**src/rtl/apin_pkg.sv**
```systemverilog
package apin_pkg;

    localparam int unsigned APIN_NCELL = 4;

    typedef enum logic [2:0] {
        M_FUNC   = 3'd0,
        M_SAMPLE = 3'd1,
        M_EXTEST = 3'd2,
        M_PROBE  = 3'd3,
        M_CLAMP  = 3'd4,
        M_HIGHZ  = 3'd5
    } apin_mode_e;

    // Bit 3 is the cell nearest scan_in, bit 0 feeds scan_out.
    typedef struct packed {
        logic cal;
        logic ctl;
        logic d1;
        logic d2;
    } apin_cells_t;

    typedef struct packed {
        logic core_dis;
        logic vl;
        logic vh;
        logic vg;
        logic ab1;
        logic ab2;
    } apin_sw_t;

endpackage

```
**src/rtl/apin_sync.sv**
```systemverilog
module apin_sync #(
    parameter int unsigned STAGES = 2
) (
    input  logic clk,
    input  logic rst_n,
    input  logic d,
    output logic q
);
    logic [STAGES-1:0] stg;

    for (genvar i = 0; i < STAGES; i++) begin : g_stage
        if (i == 0) begin : g_first
            always_ff @(posedge clk or negedge rst_n) begin
                if (!rst_n) stg[i] <= 1'b0;
                else        stg[i] <= d;
            end
        end else begin : g_next
            always_ff @(posedge clk or negedge rst_n) begin
                if (!rst_n) stg[i] <= 1'b0;
                else        stg[i] <= stg[i-1];
            end
        end
    end

    assign q = stg[STAGES-1];
endmodule

```
**src/rtl/apin_scan_cells.sv**
```systemverilog
module apin_scan_cells
    import apin_pkg::*;
(
    input  logic        clk,
    input  logic        rst_n,
    input  logic        shift_en,
    input  logic        capture_en,
    input  logic        update_en,
    input  logic        scan_in,
    input  logic        dig_in,
    output logic        scan_out,
    output apin_cells_t applied
);
    localparam int unsigned LAST = APIN_NCELL - 1;

    apin_cells_t chain_q;
    apin_cells_t upd_q;

    // Capture has priority over shift; update acts on pre-edge cells.
    always_ff @(posedge clk or negedge rst_n) begin
        if (!rst_n) begin
            chain_q <= '0;
        end else if (capture_en) begin
            chain_q.cal <= upd_q.cal;
            chain_q.ctl <= upd_q.ctl;
            chain_q.d1  <= dig_in;
            chain_q.d2  <= upd_q.d2;
        end else if (shift_en) begin
            chain_q <= {scan_in, chain_q[LAST:1]};
        end
    end

    always_ff @(posedge clk or negedge rst_n) begin
        if (!rst_n)         upd_q <= '0;
        else if (update_en) upd_q <= chain_q;
    end

    assign scan_out = chain_q.d2;
    assign applied  = upd_q;

    // one shift moves the data1 cell onto scan_out
    p_shift_order_r2: assert property (@(posedge clk) disable iff (!rst_n)
        (shift_en && !capture_en) |=> (scan_out == $past(chain_q.d1)));

    // capture loads data1 with the digitized pin bit
    p_capture_d1_r4: assert property (@(posedge clk) disable iff (!rst_n)
        capture_en |=> (chain_q.d1 == $past(dig_in)));

    // applied cells change only on an update
    p_upd_hold_r3: assert property (@(posedge clk) disable iff (!rst_n)
        !update_en |=> $stable(upd_q));
endmodule

```
**src/rtl/apin_sw_decode.sv**
```systemverilog
module apin_sw_decode
    import apin_pkg::*;
(
    input  apin_mode_e  mode,
    input  apin_cells_t cells,
    output apin_sw_t    req,
    output logic        conflict
);
    apin_sw_t raw;

    always_comb begin
        raw = '0;
        unique case (mode)
            M_EXTEST: begin
                raw.core_dis = cells.ctl;
                raw.vl       = cells.ctl & ~cells.d1;
                raw.vh       = cells.ctl &  cells.d1;
                raw.vg       = cells.cal;
                raw.ab1      = cells.d2;
                raw.ab2      = cells.d2;
            end
            M_PROBE: begin
                raw.ab1 = cells.d2;
                raw.ab2 = cells.d2;
            end
            M_CLAMP, M_HIGHZ: begin
                raw.core_dis = 1'b1;
            end
            default: begin
                raw = '0;
            end
        endcase
    end

    always_comb begin
        conflict = ($countones({raw.vl, raw.vh, raw.vg}) > 1);
        req      = raw;
        if (conflict) begin
            req.vl = 1'b0;
            req.vh = 1'b0;
            req.vg = 1'b0;
        end
    end
endmodule

```
**src/rtl/apin_bsm_ctrl.sv**
```systemverilog
module apin_bsm_ctrl
    import apin_pkg::*;
#(
    parameter int unsigned INSTR_W     = 3,
    parameter int unsigned SYNC_STAGES = 2
) (
    input  logic               clk,
    input  logic               rst_n,
    input  logic [INSTR_W-1:0] instr,
    input  logic               shift_en,
    input  logic               capture_en,
    input  logic               update_en,
    input  logic               scan_in,
    input  logic               cmp_hi,
    output logic               scan_out,
    output logic               en_core_dis,
    output logic               en_vl,
    output logic               en_vh,
    output logic               en_vg,
    output logic               en_ab1,
    output logic               en_ab2,
    output logic               drv_err
);
    apin_mode_e  mode_q, mode_d;
    apin_cells_t applied;
    apin_sw_t    req, sw_q;
    logic        conflict, err_q, dig;

    apin_sync #(.STAGES(SYNC_STAGES)) u_sync (
        .clk   (clk),
        .rst_n (rst_n),
        .d     (cmp_hi),
        .q     (dig)
    );

    apin_scan_cells u_cells (
        .clk        (clk),
        .rst_n      (rst_n),
        .shift_en   (shift_en),
        .capture_en (capture_en),
        .update_en  (update_en),
        .scan_in    (scan_in),
        .dig_in     (dig),
        .scan_out   (scan_out),
        .applied    (applied)
    );

    apin_sw_decode u_dec (
        .mode     (mode_q),
        .cells    (applied),
        .req      (req),
        .conflict (conflict)
    );

    // Next-state selection from the instruction code
    always_comb begin
        case (instr)
            INSTR_W'(1): mode_d = M_SAMPLE;
            INSTR_W'(2): mode_d = M_EXTEST;
            INSTR_W'(3): mode_d = M_PROBE;
            INSTR_W'(4): mode_d = M_CLAMP;
            INSTR_W'(5): mode_d = M_HIGHZ;
            default:     mode_d = M_FUNC;
        endcase
    end

    // State register
    always_ff @(posedge clk or negedge rst_n) begin
        if (!rst_n) mode_q <= M_FUNC;
        else        mode_q <= mode_d;
    end

    // Output register
    always_ff @(posedge clk or negedge rst_n) begin
        if (!rst_n) begin
            sw_q  <= '0;
            err_q <= 1'b0;
        end else begin
            unique case (mode_q)
                M_CLAMP: begin
                    sw_q.core_dis <= 1'b1;
                end
                default: begin
                    sw_q  <= req;
                    err_q <= conflict;
                end
            endcase
        end
    end

    assign en_core_dis = sw_q.core_dis;
    assign en_vl       = sw_q.vl;
    assign en_vh       = sw_q.vh;
    assign en_vg       = sw_q.vg;
    assign en_ab1      = sw_q.ab1;
    assign en_ab2      = sw_q.ab2;
    assign drv_err     = err_q;

    // at most one reference source
    p_ref_onehot_r10: assert property (@(posedge clk) disable iff (!rst_n)
        $onehot0({en_vl, en_vh, en_vg}));

    // a flagged conflict leaves every reference open
    p_err_quiet_r10: assert property (@(posedge clk) disable iff (!rst_n)
        drv_err |-> !(en_vl || en_vh || en_vg));


    p_highz_open_r6: assert property (@(posedge clk) disable iff (!rst_n)
        (mode_q == M_HIGHZ) |=> (en_core_dis && !(en_vl || en_vh || en_vg || en_ab1 || en_ab2)));


    p_clamp_hold_r7: assert property (@(posedge clk) disable iff (!rst_n)
        (mode_q == M_CLAMP) |=> (en_core_dis && $stable({en_vl, en_vh, en_vg, en_ab1, en_ab2})));


    p_probe_core_r8: assert property (@(posedge clk) disable iff (!rst_n)
        (mode_q == M_PROBE) |=> (!en_core_dis && !(en_vl || en_vh || en_vg) && (en_ab1 == en_ab2)));


    p_func_quiet_r9: assert property (@(posedge clk) disable iff (!rst_n)
        (mode_q == M_FUNC || mode_q == M_SAMPLE) |=>
        !(en_core_dis || en_vl || en_vh || en_vg || en_ab1 || en_ab2 || drv_err));
endmodule

```
**config.mk**
```make
export PLATFORM = sky130hd
export DESIGN_NAME = apin_bsm_ctrl
export DESIGN_NICKNAME = d
export VERILOG_FILES = /design/src/rtl/apin_pkg.sv /design/src/rtl/apin_sync.sv /design/src/rtl/apin_scan_cells.sv /design/src/rtl/apin_sw_decode.sv /design/src/rtl/apin_bsm_ctrl.sv
export SDC_FILE = /design/constraint.sdc
export NUM_CORES = 1
export LEC_CHECK = 0
export ABC_AREA = 1
export BUFFER_PORTS_ARGS = -buffer_cell sky130_fd_sc_hd__buf_4
export CELL_PAD_IN_SITES_DETAIL_PLACEMENT = 1
export CELL_PAD_IN_SITES_GLOBAL_PLACEMENT = 1
export CORE_ASPECT_RATIO = 1.25
export CORE_MARGIN = 4
export CORE_UTILIZATION = 38
export DETAILED_ROUTE_END_ITERATION = 8
export PLACE_DENSITY = 0.72
export SLEW_MARGIN = 20
export SYNTH_ARGS = -nofsm -noshare
export SYNTH_HDL_FRONTEND = slang
export SYNTH_SLANG_ARGS = --single-unit
```
**constraint.sdc**
```tcl
create_clock -name clk -period 1.9 [get_ports clk]
set_input_delay 0.38 -clock clk [delete_from_list [all_inputs] [get_ports clk]]
set_output_delay 0.38 -clock clk [all_outputs]
set_load 0.01 [all_outputs]
```
==> insert_results.sql, run 1 <==
INSERT INTO impl_metrics (metric_group, metric, value, unit) VALUES
('die', 'core.rowCount', '18', ''),
('timing', 'final_critical_path_time_including_i_o_delays_and_setup', '1.41', 'ns'),
('routing', 'detail_route.drc_violations', '0', ''),
('timing', 'tightest_slew', '0.232', 'ns'),
('global_route', 'first_pass_grt_wire_length', '2860', 'um'),
('yosys', 'ys_seq_elements', '19', ''),
('placed_design', 'dpl_cell_area', '940', 'um^2'),
('cells_and_area', 'largest_register_ff_count', '4', ''),
('timing', 'max_freq', '710', 'MHz'),
('yosys', 'synth.lib_cells_used.distinct', '20', ''),
('timing', 'fin_skew', '0.00886', 'ns'),
('cells_and_area', 'layout-drive-gt1-share', '28.8', '%'),
('min_path', 'min_to', 'u_sync.stg[0]', ''),
('worst_setup_path', 'worstReg2RegStart', 'mode_q[0]', ''),
('timing', 'setup_viol', '0', ''),
('cells_and_area', 'final_net_count', '116', ''),
('worst_setup_path', 'critical_path.max_fanout', '3', ''),
('clocking', 'cts-root-buf', 'sky130_fd_sc_hd__clkbuf_4', ''),
('routing', 'avgViaCountPerCell', '4.98', ''),
('pwr', 'power.net_switching', '0.000201', 'W'),
('cells_and_area', 'area_delta_synth_final', '22.8', '%'),
('yosys', 'mappedNetlistNets', '94', ''),
('worst_setup_path', 'end_kind', 'flop', ''),
('placed_design', 'io_buffers', '17', ''),
('die', 'die_h', '59.1', 'um'),
('routing', 'avgRoutedWirePerCell', '12.3', 'um'),
('routing', 'pre_repair_dr_iteration_count', '4', ''),
('min_path', 'worstHoldPathType', 'input pin to flop', ''),
('clocking', 'post_cts_resize_count', '0', ''),
('pwr', 'worst_ir_drop_vdd', '0.448', 'mV'),
('die', 'floorplan.io_pins', '18', ''),
('routing', 'dr.first_iter.drc_count', '7', ''),
('clocking', 'tritoncts.num_buffers', '3', ''),
('pwr', 'switching_share', '26.1', '%'),
('global_route', 'grt_max_degree', '20', ''),
('cells_and_area', 'multi_input_comb_area', '259', 'um^2'),
('die', 'core_region_area', '0.00198', 'mm^2'),
('pwr', 'clock_power_share', '26.1', '%'),
('yosys', 'yosysSeqAreaShare', '59.8', '%'),
('global_route', 'globalRouteOverflowTotal', '0', ''),
('pwr', 'cell_internal_pwr', '0.000569', 'W'),
('global_route', 'gr-usage-all-layers', '13.2', '%'),
('global_route', 'grt_pass1_vias', '713', ''),
('routing', 'final_antenna_net_count', '0', ''),
('yosys', 'post_synth_instance_area', '795', 'um^2'),
('cells_and_area', 'area.sequential', '475', 'um^2'),
('pwr', 'power.density', '789', 'mW/mm^2'),
('min_path', 'min_delay_path_depth', '1', ''),
('global_route', 'antenna_found_initial', '0', ''),
('worst_setup_path', 'timing.reg2reg.worst_path_depth', '7', ''),
('worst_setup_path', 'startpoint_type', 'flop', ''),
('cells_and_area', 'n_fill_cell', '249', ''),
('routing', 'wl', '1530', 'um'),
('clocking', 'clock_insertion_delay_worst_skew', '0.29', 'ns'),
('die', 'die_w', '48.9', 'um'),
('run', 'max_cap_viol_count', '0', ''),
('outcome', 'outcome', 'completed', ''),
('timing', 'grt_setup_unrepaired', 'false', ''),
('timing', 'min_period_over_period', '74.1', '%'),
('die', 'die-area', '0.00289', 'mm^2'),
('timing', 'maxSlewHeadroom', '84.5', '%'),
('timing', 'setup_total_neg_slack', '0', 'ns'),
('worst_setup_path', 'worst_r2r_endpoint', 'drv_err', ''),
('timing', 'report.final.slew_viol_count', '0', ''),
('placed_design', 'finalWeightedCongestion', '0.750', ''),
('clocking', 'tritoncts_num_sinks', '19', ''),
('cells_and_area', 'final_instance_area', '976', 'um^2'),
('worst_setup_path', 'timing.critical_path.required', '2.10', 'ns'),
('clocking', 'cts_tree', 'built', ''),
('yosys', 'yosys_warnings', '0', ''),
('worst_setup_path', 'timing.critical_path.arrival', '1.61', 'ns');
worst max-delay path, stage by stage (launching register included):
cell and delay, ns:
sky130_fd_sc_hd__dfrtp_1 0.42, sky130_fd_sc_hd__nand3b_1 0.23, sky130_fd_sc_hd__nor2_2 0.15, sky130_fd_sc_hd__ha_1 0.27
sky130_fd_sc_hd__nand3_2 0.10, sky130_fd_sc_hd__nand2_1 0.06, sky130_fd_sc_hd__nand2_1 0.05, sky130_fd_sc_hd__nand2_1 0.04
cells in the mapped netlist:
cell	number	area share, %
sky130_fd_sc_hd__a21oi_1	1	0.63
sky130_fd_sc_hd__nand2_1	18	8.5
sky130_fd_sc_hd__inv_1	10	4.7
sky130_fd_sc_hd__nor2_2	3	2.4
sky130_fd_sc_hd__o22ai_1	2	1.6
sky130_fd_sc_hd__nor2_1	6	2.8
sky130_fd_sc_hd__o21ai_1	1	0.63
sky130_fd_sc_hd__nand3b_1	1	0.95
sky130_fd_sc_hd__o221ai_1	2	2.2
sky130_fd_sc_hd__a21boi_1	1	0.95
sky130_fd_sc_hd__dfrtp_1	19	60
sky130_fd_sc_hd__nand3_1	5	3.1
sky130_fd_sc_hd__o21ai_0	4	2.5
sky130_fd_sc_hd__or2_4	1	1.1
sky130_fd_sc_hd__buf_4	1	0.95
sky130_fd_sc_hd__nand3_2	1	1.3
sky130_fd_sc_hd__ha_1	1	1.6
sky130_fd_sc_hd__o211ai_2	1	1.6
sky130_fd_sc_hd__nand4_1	1	0.79
sky130_fd_sc_hd__inv_2	4	1.9
worst max-delay path by stage:
stage                          from       to  slack (ns)  cells past startpoint
final                     mode_q[0]  drv_err        0.49                      7
after CTS                 mode_q[0]  drv_err        0.47                      7
after global routing      mode_q[0]  drv_err        0.33                      7
after global placement    mode_q[0]  drv_err        0.57                      7
after detailed placement  mode_q[0]  drv_err        0.48                      7
after floorplan           mode_q[0]  drv_err        0.61                      7
layout make-up:
| class | instances | area share, % |
|---|---|---|
| well taps | 20 | 2.56 |
| multi-input cells | 49 | 26.5 |
| clock buffers | 4 | 2.69 |
| flip-flops and latches | 19 | 48.7 |
| inverters | 14 | 5.38 |
| repair buffers | 18 | 14.1 |
through the flow:
| step | cells | utilization (%) | setup slack [ns] | total power (W) | hold WS [ns] |
|---|---|---|---|---|---|
| 6_report | 124 | 49.2 | 0.492 | 0.000770 | 0.191 |
| 4_1_cts | 124 | 49.2 | 0.468 | 0.000782 | 0.180 |
| 3_5_place_dp | 119 | 47.4 | 0.485 | 0.000579 | 0.266 |
| 3_3_place_gp | 119 | 47.4 | 0.572 | 0.000573 | 0.268 |
| 2_1_floorplan | 83 | - | 0.614 | 0.000521 | 0.0844 |
| 5_1_grt | 124 | 49.2 | 0.331 | 0.000822 | 0.165 |
layer usage:
layer	up-vias	global-route usage, %	wire length, um
li1	308	-	-
met1	287	12.0	576
met2	16	24.3	808
met3	6	4.28	89
met4	0	10.0	55
met5	-	0	0
power groups by stage:
stage | Combinational [W] | Clock (W) | Sequential (W)
6_report | 0.000110 | 0.000201 | 0.000459
4_1_cts | 0.000113 | 0.000209 | 0.000460
3_5_place_dp | 0.000111 | 0 | 0.000468
3_3_place_gp | 0.000107 | 0 | 0.000465
2_1_floorplan | 0.0000555 | 0 | 0.000466
5_1_grt | 0.000126 | 0.000230 | 0.000466
timing repair:
action | 4_1_cts | 5_1_grt
hold buffers | 1 | 0
setup endpoints to repair | 0 | 0
endpoints found under the hold margin | 19 | 0
layout by cell type, fill, tap and decap left out, drive strengths merged, types with 2 or more instances in the layout:
cell,count
nand2,18
inv,14
buf,17
dfrtp,19
nor2,9
o221ai,2
o22ai,2
nand3,6
clkbuf,4
o21ai,5
cells by family (layout without fill, tap and decap cells):
group	after synthesis	in the layout	share of synthesized area [%]
AOI/OAI and AO/OA	12	12	10.1
adders and majority gates	1	1	1.57
buffers and inverters	15	36	7.56
DFF	19	19	59.8
and+or+nand+nor	36	36	20.9
(Power assumes the default switching activity.)
==> run 2, diff against run 1 <==
- ABC_AREA: 1 -> 0
- CORE_UTILIZATION: 38 -> 36
- PLACE_DENSITY: 0.72 -> 0.68
- clock period: 1.9 -> 1.25 ns (I/O delays scaled with it)
==> run 2 against run 1 <==
Compared with the run above: the run now ends with setup timing left; clock skew is 0.0032 ns higher; synthesized cell count shrank 24%; final cell count fell by 9.7%; critical path type unchanged; sequential share of layout area decreased by 3.8 points; register-to-register slack worse by 0.65 ns; sequential power rose by 59%; global-route usage is 0.47 points lower; total power is 66% higher.
==> insert_results.sql, run 2 <==
INSERT INTO impl_metrics (metric_group, metric, value, unit) VALUES
('min_path', 'worstHoldPathType', 'input pin to flop', ''),
('pwr', 'worst_ir_drop_vdd', '0.887', 'mV'),
('cells_and_area', 'n_antenna_cell', '0', ''),
('timing', 'setup_viol', '3', ''),
('die', 'die_w', '49.8', 'um'),
('global_route', 'globalRouteOverflowTotal', '0', ''),
('routing', 'detailroute.via_count', '598', ''),
('min_path', 'min_to', 'u_sync.stg[0]', ''),
('yosys', 'synth_top_area_share', '60.4', '%'),
('yosys', 'mappedNetlistNets', '74', ''),
('die', 'core.rowCount', '18', ''),
('timing', 'max_freq', '711', 'MHz'),
('yosys', 'synthCells', '63', ''),
('clocking', 'cts-root-buf', 'sky130_fd_sc_hd__clkbuf_4', ''),
('yosys', 'post_synth_instance_area', '787', 'um^2'),
('yosys', 'yosys_warnings', '0', ''),
('placed_design', 'finalWeightedCongestion', '0.808', ''),
('timing', 'fin_skew', '0.0120', 'ns'),
('timing', 'fin_ws', '-0.156', 'ns'),
('routing', 'avgRoutedWirePerCell', '14.7', 'um'),
('clocking', 'cts_tree', 'built', ''),
('worst_setup_path', 'timing.critical_path.arrival', '1.61', 'ns'),
('outcome', 'failed_checks', 'setup timing', ''),
('yosys', 'synth.lib_cells_used.distinct', '25', ''),
('worst_setup_path', 'reg2reg_slack', '-0.16', 'ns'),
('cells_and_area', 'largest_register_ff_count', '4', ''),
('yosys', 'post_synth_main_area_contributors', 'sky130_fd_sc_hd__dfrtp_1 60%, sky130_fd_sc_hd__mux2i_1 5.1%, sky130_fd_sc_hd__mux2_2 4.3%', ''),
('clocking', 'tritoncts.num_buffers', '3', ''),
('clocking', 'clock_insertion_delay_worst_skew', '0.30', 'ns'),
('worst_setup_path', 'startpoint_type', 'flop', ''),
('global_route', 'antenna_found_initial', '0', ''),
('cells_and_area', 'final_net_count', '104', ''),
('cells_and_area', 'mostFrequentLayoutCells', '26 x sky130_fd_sc_hd__buf_4, 19 x sky130_fd_sc_hd__dfrtp_1, 7 x sky130_fd_sc_hd__nand2_1, 6 x sky130_fd_sc_hd__o21ai_0, 4 x sky130_fd_sc_hd__mux2i_1', ''),
('clocking', 'cts_htree_levels', '1', ''),
('timing', 'final_critical_path_time_including_i_o_delays_and_setup', '1.41', 'ns'),
('min_path', 'hold_path.startpoint', 'cmp_hi', ''),
('cells_and_area', 'area_delta_synth_final', '34.5', '%'),
('worst_setup_path', 'worst_r2r_endpoint', 'en_vl', ''),
('timing', 'maxSlewHeadroom', '80.0', '%'),
('yosys', 'synth_most_common_cell', 'sky130_fd_sc_hd__dfrtp_1', ''),
('die', 'floorplan.io_pins', '18', ''),
('worst_setup_path', 'end_kind', 'flop', ''),
('worst_setup_path', 'timing.critical_path.required', '1.45', 'ns'),
('cells_and_area', 'layout-drive-gt1-share', '44.6', '%'),
('placed_design', 'io_buffers', '17', ''),
('routing', 'detail_route.drc_violations', '0', ''),
('run', 'max_cap_viol_count', '0', ''),
('yosys', 'synth-edff-count', '0', ''),
('cells_and_area', 'mostFrequentLayoutCell', 'sky130_fd_sc_hd__buf_4', ''),
('die', 'die-area', '0.00300', 'mm^2'),
('yosys', 'synth_top_cell_by_area', 'sky130_fd_sc_hd__dfrtp_1', ''),
('routing', 'pre_repair_dr_iteration_count', '2', ''),
('clocking', 'clockBufferDepth', '2', ''),
('min_path', 'min_delay_path_depth', '1', ''),
('routing', 'avgViaCountPerCell', '5.34', ''),
('yosys', 'avgSynthCellArea', '12.5', 'um^2'),
('yosys', 'ys_seq_elements', '19', ''),
('timing', 'tightest_slew', '0.299', 'ns'),
('die', 'initial_utilization', '38.8', '%'),
('cells_and_area', 'n_fill_cell', '216', ''),
('pwr', 'power_leakage', '0.518', 'nW'),
('global_route', 'gr-usage-all-layers', '12.8', '%'),
('routing', 'wl', '1640', 'um'),
('routing', 'final_antenna_net_count', '0', ''),
('timing', 'report.final.slew_viol_count', '0', ''),
('die', 'die_h', '60.3', 'um'),
('yosys', 'post_synth_most_frequent_cells', '19 x sky130_fd_sc_hd__dfrtp_1, 7 x sky130_fd_sc_hd__nand2_1, 6 x sky130_fd_sc_hd__o21ai_0', ''),
('timing', 'grt_setup_unrepaired', 'true', ''),
('die', 'core_region_area', '0.00203', 'mm^2'),
('yosys', 'yosysSeqAreaShare', '60.4', '%'),
('worst_setup_path', 'worstReg2RegStart', 'mode_q[1]', ''),
('placed_design', 'dpl.hpwl', '1230', 'um'),
('timing', 'setup_total_neg_slack', '-0.380', 'ns'),
('pwr', 'power.density', '1210', 'mW/mm^2'),
('timing', 'holdWs', '0.0618', 'ns'),
('timing', 'report.final.hold_viol_count', '0', ''),
('outcome', 'outcome', 'finished, violations left', ''),
('clocking', 'tritoncts_num_sinks', '19', ''),
('routing', 'dr.first_iter.drc_count', '3', ''),
('clocking', 'path_clk_slew', '0.11', 'ns'),
('global_route', 'first_pass_grt_wire_length', '2770', 'um'),
('worst_setup_path', 'setup.worst_path.class', 'flop to flop', ''),
('global_route', 'grt_pass1_vias', '642', ''),
('yosys', 'synth_async_sr_flop_share', '100', '%'),
('worst_setup_path', 'critical_path.max_fanout', '3', ''),
('worst_setup_path', 'timing.reg2reg.worst_path_depth', '4', ''),
('timing', 'min_period_over_period', '113', '%'),
('yosys', 'ys.flop_type', 'sky130_fd_sc_hd__dfrtp_1', ''),
('global_route', 'grt_max_degree', '20', '');
==> run 2: worst max-delay path: stages (launching register included) <==
cell,delay (ns)
sky130_fd_sc_hd__dfrtp_1,0.42
sky130_fd_sc_hd__and4bb_2,0.28
sky130_fd_sc_hd__ha_4,0.29
sky130_fd_sc_hd__o21bai_1,0.08
sky130_fd_sc_hd__a32o_2,0.24
==> run 2: routing by layer <==
metal	share of wire, %	wire length (um)	vias to the layer above	GRT usage [%]
li1	-	-	283	-
met1	43	701	295	14.0
met2	51	831	14	21.6
met3	3.8	62	6	2.99
met4	2.9	47	0	9.49
met5	0	0	-	0
==> run 2: power breakdown <==
| group | internal [W] | leakage [nW] | total [W] | switching (W) |
|---|---|---|---|---|
| sequential | 0.000683 | 0.245 | 0.000729 | 0.0000458 |
| clock | 0.000124 | 0.0150 | 0.000305 | 0.000181 |
| combinational | 0.000136 | 0.258 | 0.000244 | 0.000108 |
| total | 0.000943 | 0.518 | 0.00128 | 0.000335 |
==> run 2: layout make-up <==
cell class | instances | area, um^2 | area share (%)
Clock buffer | 4 | 26.3 | 2.48
Inverter | 3 | 11.3 | 1.06
Multi-Input combinational cell | 39 | 315 | 29.8
Sequential cell | 19 | 475 | 44.9
Tap cell | 20 | 25.0 | 2.36
Timing Repair Buffer | 27 | 205 | 19.4
==> run 2: how the worst max path moves through the flow <==
stage | startpoint | to | slack (ns) | cells past startpoint
2_1_floorplan | mode_q[1] | en_vl | -0.13 | 4
3_3_place_gp | u_cells.applied[3] | en_vl | -0.10 | 4
3_5_place_dp | u_cells.applied[3] | en_vl | -0.12 | 4
4_1_cts | mode_q[2] | drv_err | -0.13 | 6
5_1_grt | mode_q[0] | drv_err | -0.25 | 6
6_report | mode_q[1] | en_vl | -0.16 | 4
==> run 2: cells by family after synthesis <==
group	after synthesis	synth area share (%)
compound gates	15	13.0
mux	7	9.38
fa+ha+maj	1	1.59
buf+inv	5	2.86
flops	19	60.4
simple gates	16	12.7
==> run 2: timing repair <==
| item | CTS | global route |
|---|---|---|
| pin swaps | 7 | 2 |
| hold buffers | 1 | 0 |
| setup endpoints to repair | 3 | 4 |
| endpoints found under the hold margin | 19 | 0 |
| setup buffers | 3 | 0 |
| gates resized for setup | 2 | 0 |
==> run 2: stage by stage <==
step	instance area [um^2]	util, %	power [W]	setup slack, ns	std cells
floorplan	802	-	0.000839	-0.133	63
global route	1060	52.2	0.00137	-0.255	112
detailed placement	996	49.1	0.000981	-0.120	105
CTS	1070	52.6	0.00131	-0.129	113
global placement	996	49.1	0.000972	-0.103	105
finish	1060	52.2	0.00128	-0.156	112
==> run 3, diff against run 2 <==
- BUFFER_PORTS_ARGS: -buffer_cell sky130_fd_sc_hd__buf_4 -> -buffer_cell sky130_fd_sc_hd__clkbuf_2
- CORE_UTILIZATION: 36 -> 43
- PLACE_DENSITY: 0.68 -> 0.77
- clock period: 1.25 -> 1.7 ns (I/O delays scaled with it)
==> run 3 against run 2 <==
Compared with the run above: the flow now finishes without violations; clock power is 24% lower; clock-buffer cell count is the same; core utilization increased by 0.65 points; flip-flop and latch count unchanged; routed wire length is 6.3% lower; fmax shrank 7.3%; worst setup slack better by 0.34 ns; global-route usage increased by 2.1 points; first-iteration DRC count down 100%; sequential power is 25% lower; sequential share of layout area grew 6.8 points; largest power group unchanged.
==> insert_results.sql, run 3 (synthesis gave the netlist of run 2 again) <==
INSERT INTO impl_metrics (metric_group, metric, value, unit) VALUES
('global_route', 'antenna_found_initial', '0', ''),
('die', 'die_w', '46.3', 'um'),
('clocking', 'cts-root-buf', 'sky130_fd_sc_hd__clkbuf_4', ''),
('worst_setup_path', 'setup.worst_path.class', 'flop to flop', ''),
('placed_design', 'finalWeightedCongestion', '0.730', ''),
('pwr', 'power.density', '972', 'mW/mm^2'),
('cells_and_area', 'area_delta_synth_final', '17.2', '%'),
('worst_setup_path', 'timing.critical_path.cells', 'nor2_1, nand3_1, nor2_1, ha_1, a311oi_1, a21oi_1', ''),
('routing', 'pre_repair_dr_iteration_count', '1', ''),
('routing', 'final_antenna_net_count', '0', ''),
('routing', 'avgRoutedWirePerCell', '15.1', 'um'),
('worst_setup_path', 'startpoint_type', 'flop', ''),
('pwr', 'worst_ir_drop_vdd', '0.471', 'mV'),
('clocking', 'clockBufferDepth', '2', ''),
('worst_setup_path', 'critical-path-slowest-cell', 'sky130_fd_sc_hd__dfrtp_2', ''),
('cells_and_area', 'layout.cells.non_filler', '102', ''),
('cells_and_area', 'mostFrequentLayoutCells', '18 x sky130_fd_sc_hd__dfrtp_1, 17 x sky130_fd_sc_hd__clkbuf_2, 7 x sky130_fd_sc_hd__nand2_1, 6 x sky130_fd_sc_hd__o21ai_0, 4 x sky130_fd_sc_hd__mux2i_1', ''),
('global_route', 'grt.met2_usage', '22.4', '%'),
('global_route', 'grt_pass1_vias', '609', ''),
('clocking', 'path_clk_slew', '0.11', 'ns'),
('timing', 'grt_setup_unrepaired', 'false', ''),
('die', 'die-area', '0.00258', 'mm^2'),
('routing', 'avgViaCountPerCell', '5.46', ''),
('timing', 'min_period_over_period', '89.2', '%'),
('placed_design', 'preCtsSetupSlack', '0.179', 'ns'),
('pwr', 'p_comb_share', '13.5', '%'),
('global_route', 'gr-max-usage-layer', 'met2', ''),
('global_route', 'grt_max_degree', '20', ''),
('timing', 'tightest_slew', '0.454', 'ns'),
('pwr', 'power_leakage', '0.460', 'nW'),
('worst_setup_path', 'timing.critical_path.required', '1.88', 'ns'),
('timing', 'holdWs', '0.138', 'ns'),
('worst_setup_path', 'critPathMaxStageDelay', '0.45', 'ns'),
('cells_and_area', 'n_fill_cell', '201', ''),
('timing', 'max_freq', '659', 'MHz'),
('global_route', 'gr-usage-all-layers', '14.9', '%'),
('routing', 'detail_route.drc_violations', '0', ''),
('die', 'floorplan.io_pins', '18', ''),
('placed_design', 'post-place-cells', '97', ''),
('min_path', 'worstHoldPathType', 'input pin to flop', ''),
('global_route', 'first_pass_grt_wire_length', '2770', 'um'),
('pwr', 'clock_power_share', '25.8', '%'),
('timing', 'report.final.hold_viol_count', '0', ''),
('outcome', 'outcome', 'completed', ''),
('pwr', 'p_seq_share', '60.7', '%'),
('run', 'max_cap_viol_count', '0', ''),
('timing', 'setup_viol', '0', ''),
('worst_setup_path', 'cell_repeated_most_along_the_worst_path', 'sky130_fd_sc_hd__nor2_1', ''),
('routing', 'wl', '1540', 'um'),
('clocking', 'clock_insertion_delay_worst_skew', '0.30', 'ns'),
('die', 'core_region_area', '0.00174', 'mm^2'),
('routing', 'dr.first_iter.drc_count', '0', ''),
('cells_and_area', 'area.sequential', '477', 'um^2'),
('cells_and_area', 'mostFrequentLayoutCell', 'sky130_fd_sc_hd__dfrtp_1', ''),
('global_route', 'grt.met3_usage', '2.91', '%'),
('routing', 'detailroute.via_count', '557', ''),
('clocking', 'tritoncts_num_sinks', '19', ''),
('cells_and_area', 'layout-drive-gt1-share', '34.9', '%'),
('worst_setup_path', 'timing.critical_path.arrival', '1.70', 'ns'),
('pwr', 'power.net_switching', '0.000243', 'W'),
('worst_setup_path', 'end_kind', 'flop', ''),
('die', 'die_h', '55.8', 'um'),
('timing', 'fin_skew', '0.00439', 'ns'),
('pwr', 'cell_internal_pwr', '0.000653', 'W'),
('timing', 'report.final.slew_viol_count', '0', ''),
('die', 'core.rowCount', '17', ''),
('cells_and_area', 'n_antenna_cell', '0', ''),
('timing', 'final_critical_path_time_including_i_o_delays_and_setup', '1.52', 'ns'),
('timing', 'maxSlewHeadroom', '69.7', '%'),
('cells_and_area', 'final_net_count', '95', ''),
('timing', 'setup_total_neg_slack', '0', 'ns'),
('clocking', 'cts_htree_levels', '1', ''),
('cells_and_area', 'largest_register_ff_count', '4', ''),
('global_route', 'globalRouteOverflowTotal', '0', ''),
('global_route', 'grt_use_met1', '20.3', '%'),
('pwr', 'switching_share', '27.1', '%'),
('die', 'initial_utilization', '45.1', '%'),
('cells_and_area', 'multi_input_comb_area', '289', 'um^2'),
('worst_setup_path', 'critical_path.max_fanout', '5', ''),
('clocking', 'tritoncts.num_buffers', '3', ''),
('pwr', 'power.total', '0.000896', 'W'),
('placed_design', 'dpl.hpwl', '1170', 'um'),
('timing', 'fin_ws', '0.183', 'ns'),
('clocking', 'cts_tree', 'built', ''),
('placed_design', 'io_buffers', '17', '');
## run 3: power by group through the flow
stage,combinational (W),sequential [W],clock (W)
floorplan,0.0000680,0.000547,0
global placement,0.000115,0.000552,0
detailed placement,0.000120,0.000554,0
CTS,0.000125,0.000545,0.000239
global route,0.000139,0.000554,0.000266
finish,0.000121,0.000545,0.000231
## run 3: worst max-delay path: cells and delay by family, from the launching register on
family                   cells  cell delay (ns)
flip-flops                   1             0.45
AND/OR/NAND/NOR              3             0.38
AO/OA/AOI/OAI                2             0.29
adder cells (fa/ha/maj)      1             0.27
## run 3: worst paths after layout
kind / depth (start not counted) / end / startpoint / slack [ns]
worst max-delay path: 6 / drv_err / mode_q[0] / 0.18
worst min-delay path: 1 / u_sync.stg[0] / cmp_hi / 0.14
worst max register to register: 6 / drv_err / mode_q[0] / 0.18
worst min register to register: 0 / u_sync.q / u_sync.stg[0] / 0.36
max in group asynchronous: 2 / mode_q[0] / rst_n / 0.86
min in group asynchronous: 2 / u_cells.chain_q[3] / rst_n / 0.50
## run 3: metrics by stage
| step | util, % | cell area, um^2 |
|---|---|---|
| 4_1_cts | 52.8 | 921 |
| 3_3_place_gp | 50.7 | 885 |
| 6_report | 52.9 | 922 |
| 2_1_floorplan | - | 787 |
| 5_1_grt | 52.9 | 922 |
| 3_5_place_dp | 50.7 | 885 |
## run 3: cell type report
cell class	instances	share of cell area, %
sequential	19	51.7
timing repair buffer	18	10.3
clock buffer	4	2.85
multi-input combinational	39	31.3
inverter	3	1.22
tap	19	2.58
## run 3: routing by layer
metal,part of all wire (%),vias up,wire length (um)
li1,-,266,-
met1,42,273,643
met2,52,13,798
met3,4.0,5,61
met4,2.3,0,35
met5,0,-,0
## run 3: what timing repair did
action                                  in CTS  in global routing
hold buffers                                 1                  0
endpoints found under the setup margin       0                  1
hold endpoints to repair                    19                  0
setup buffers                                0                  0
gates resized for setup                      0                  1
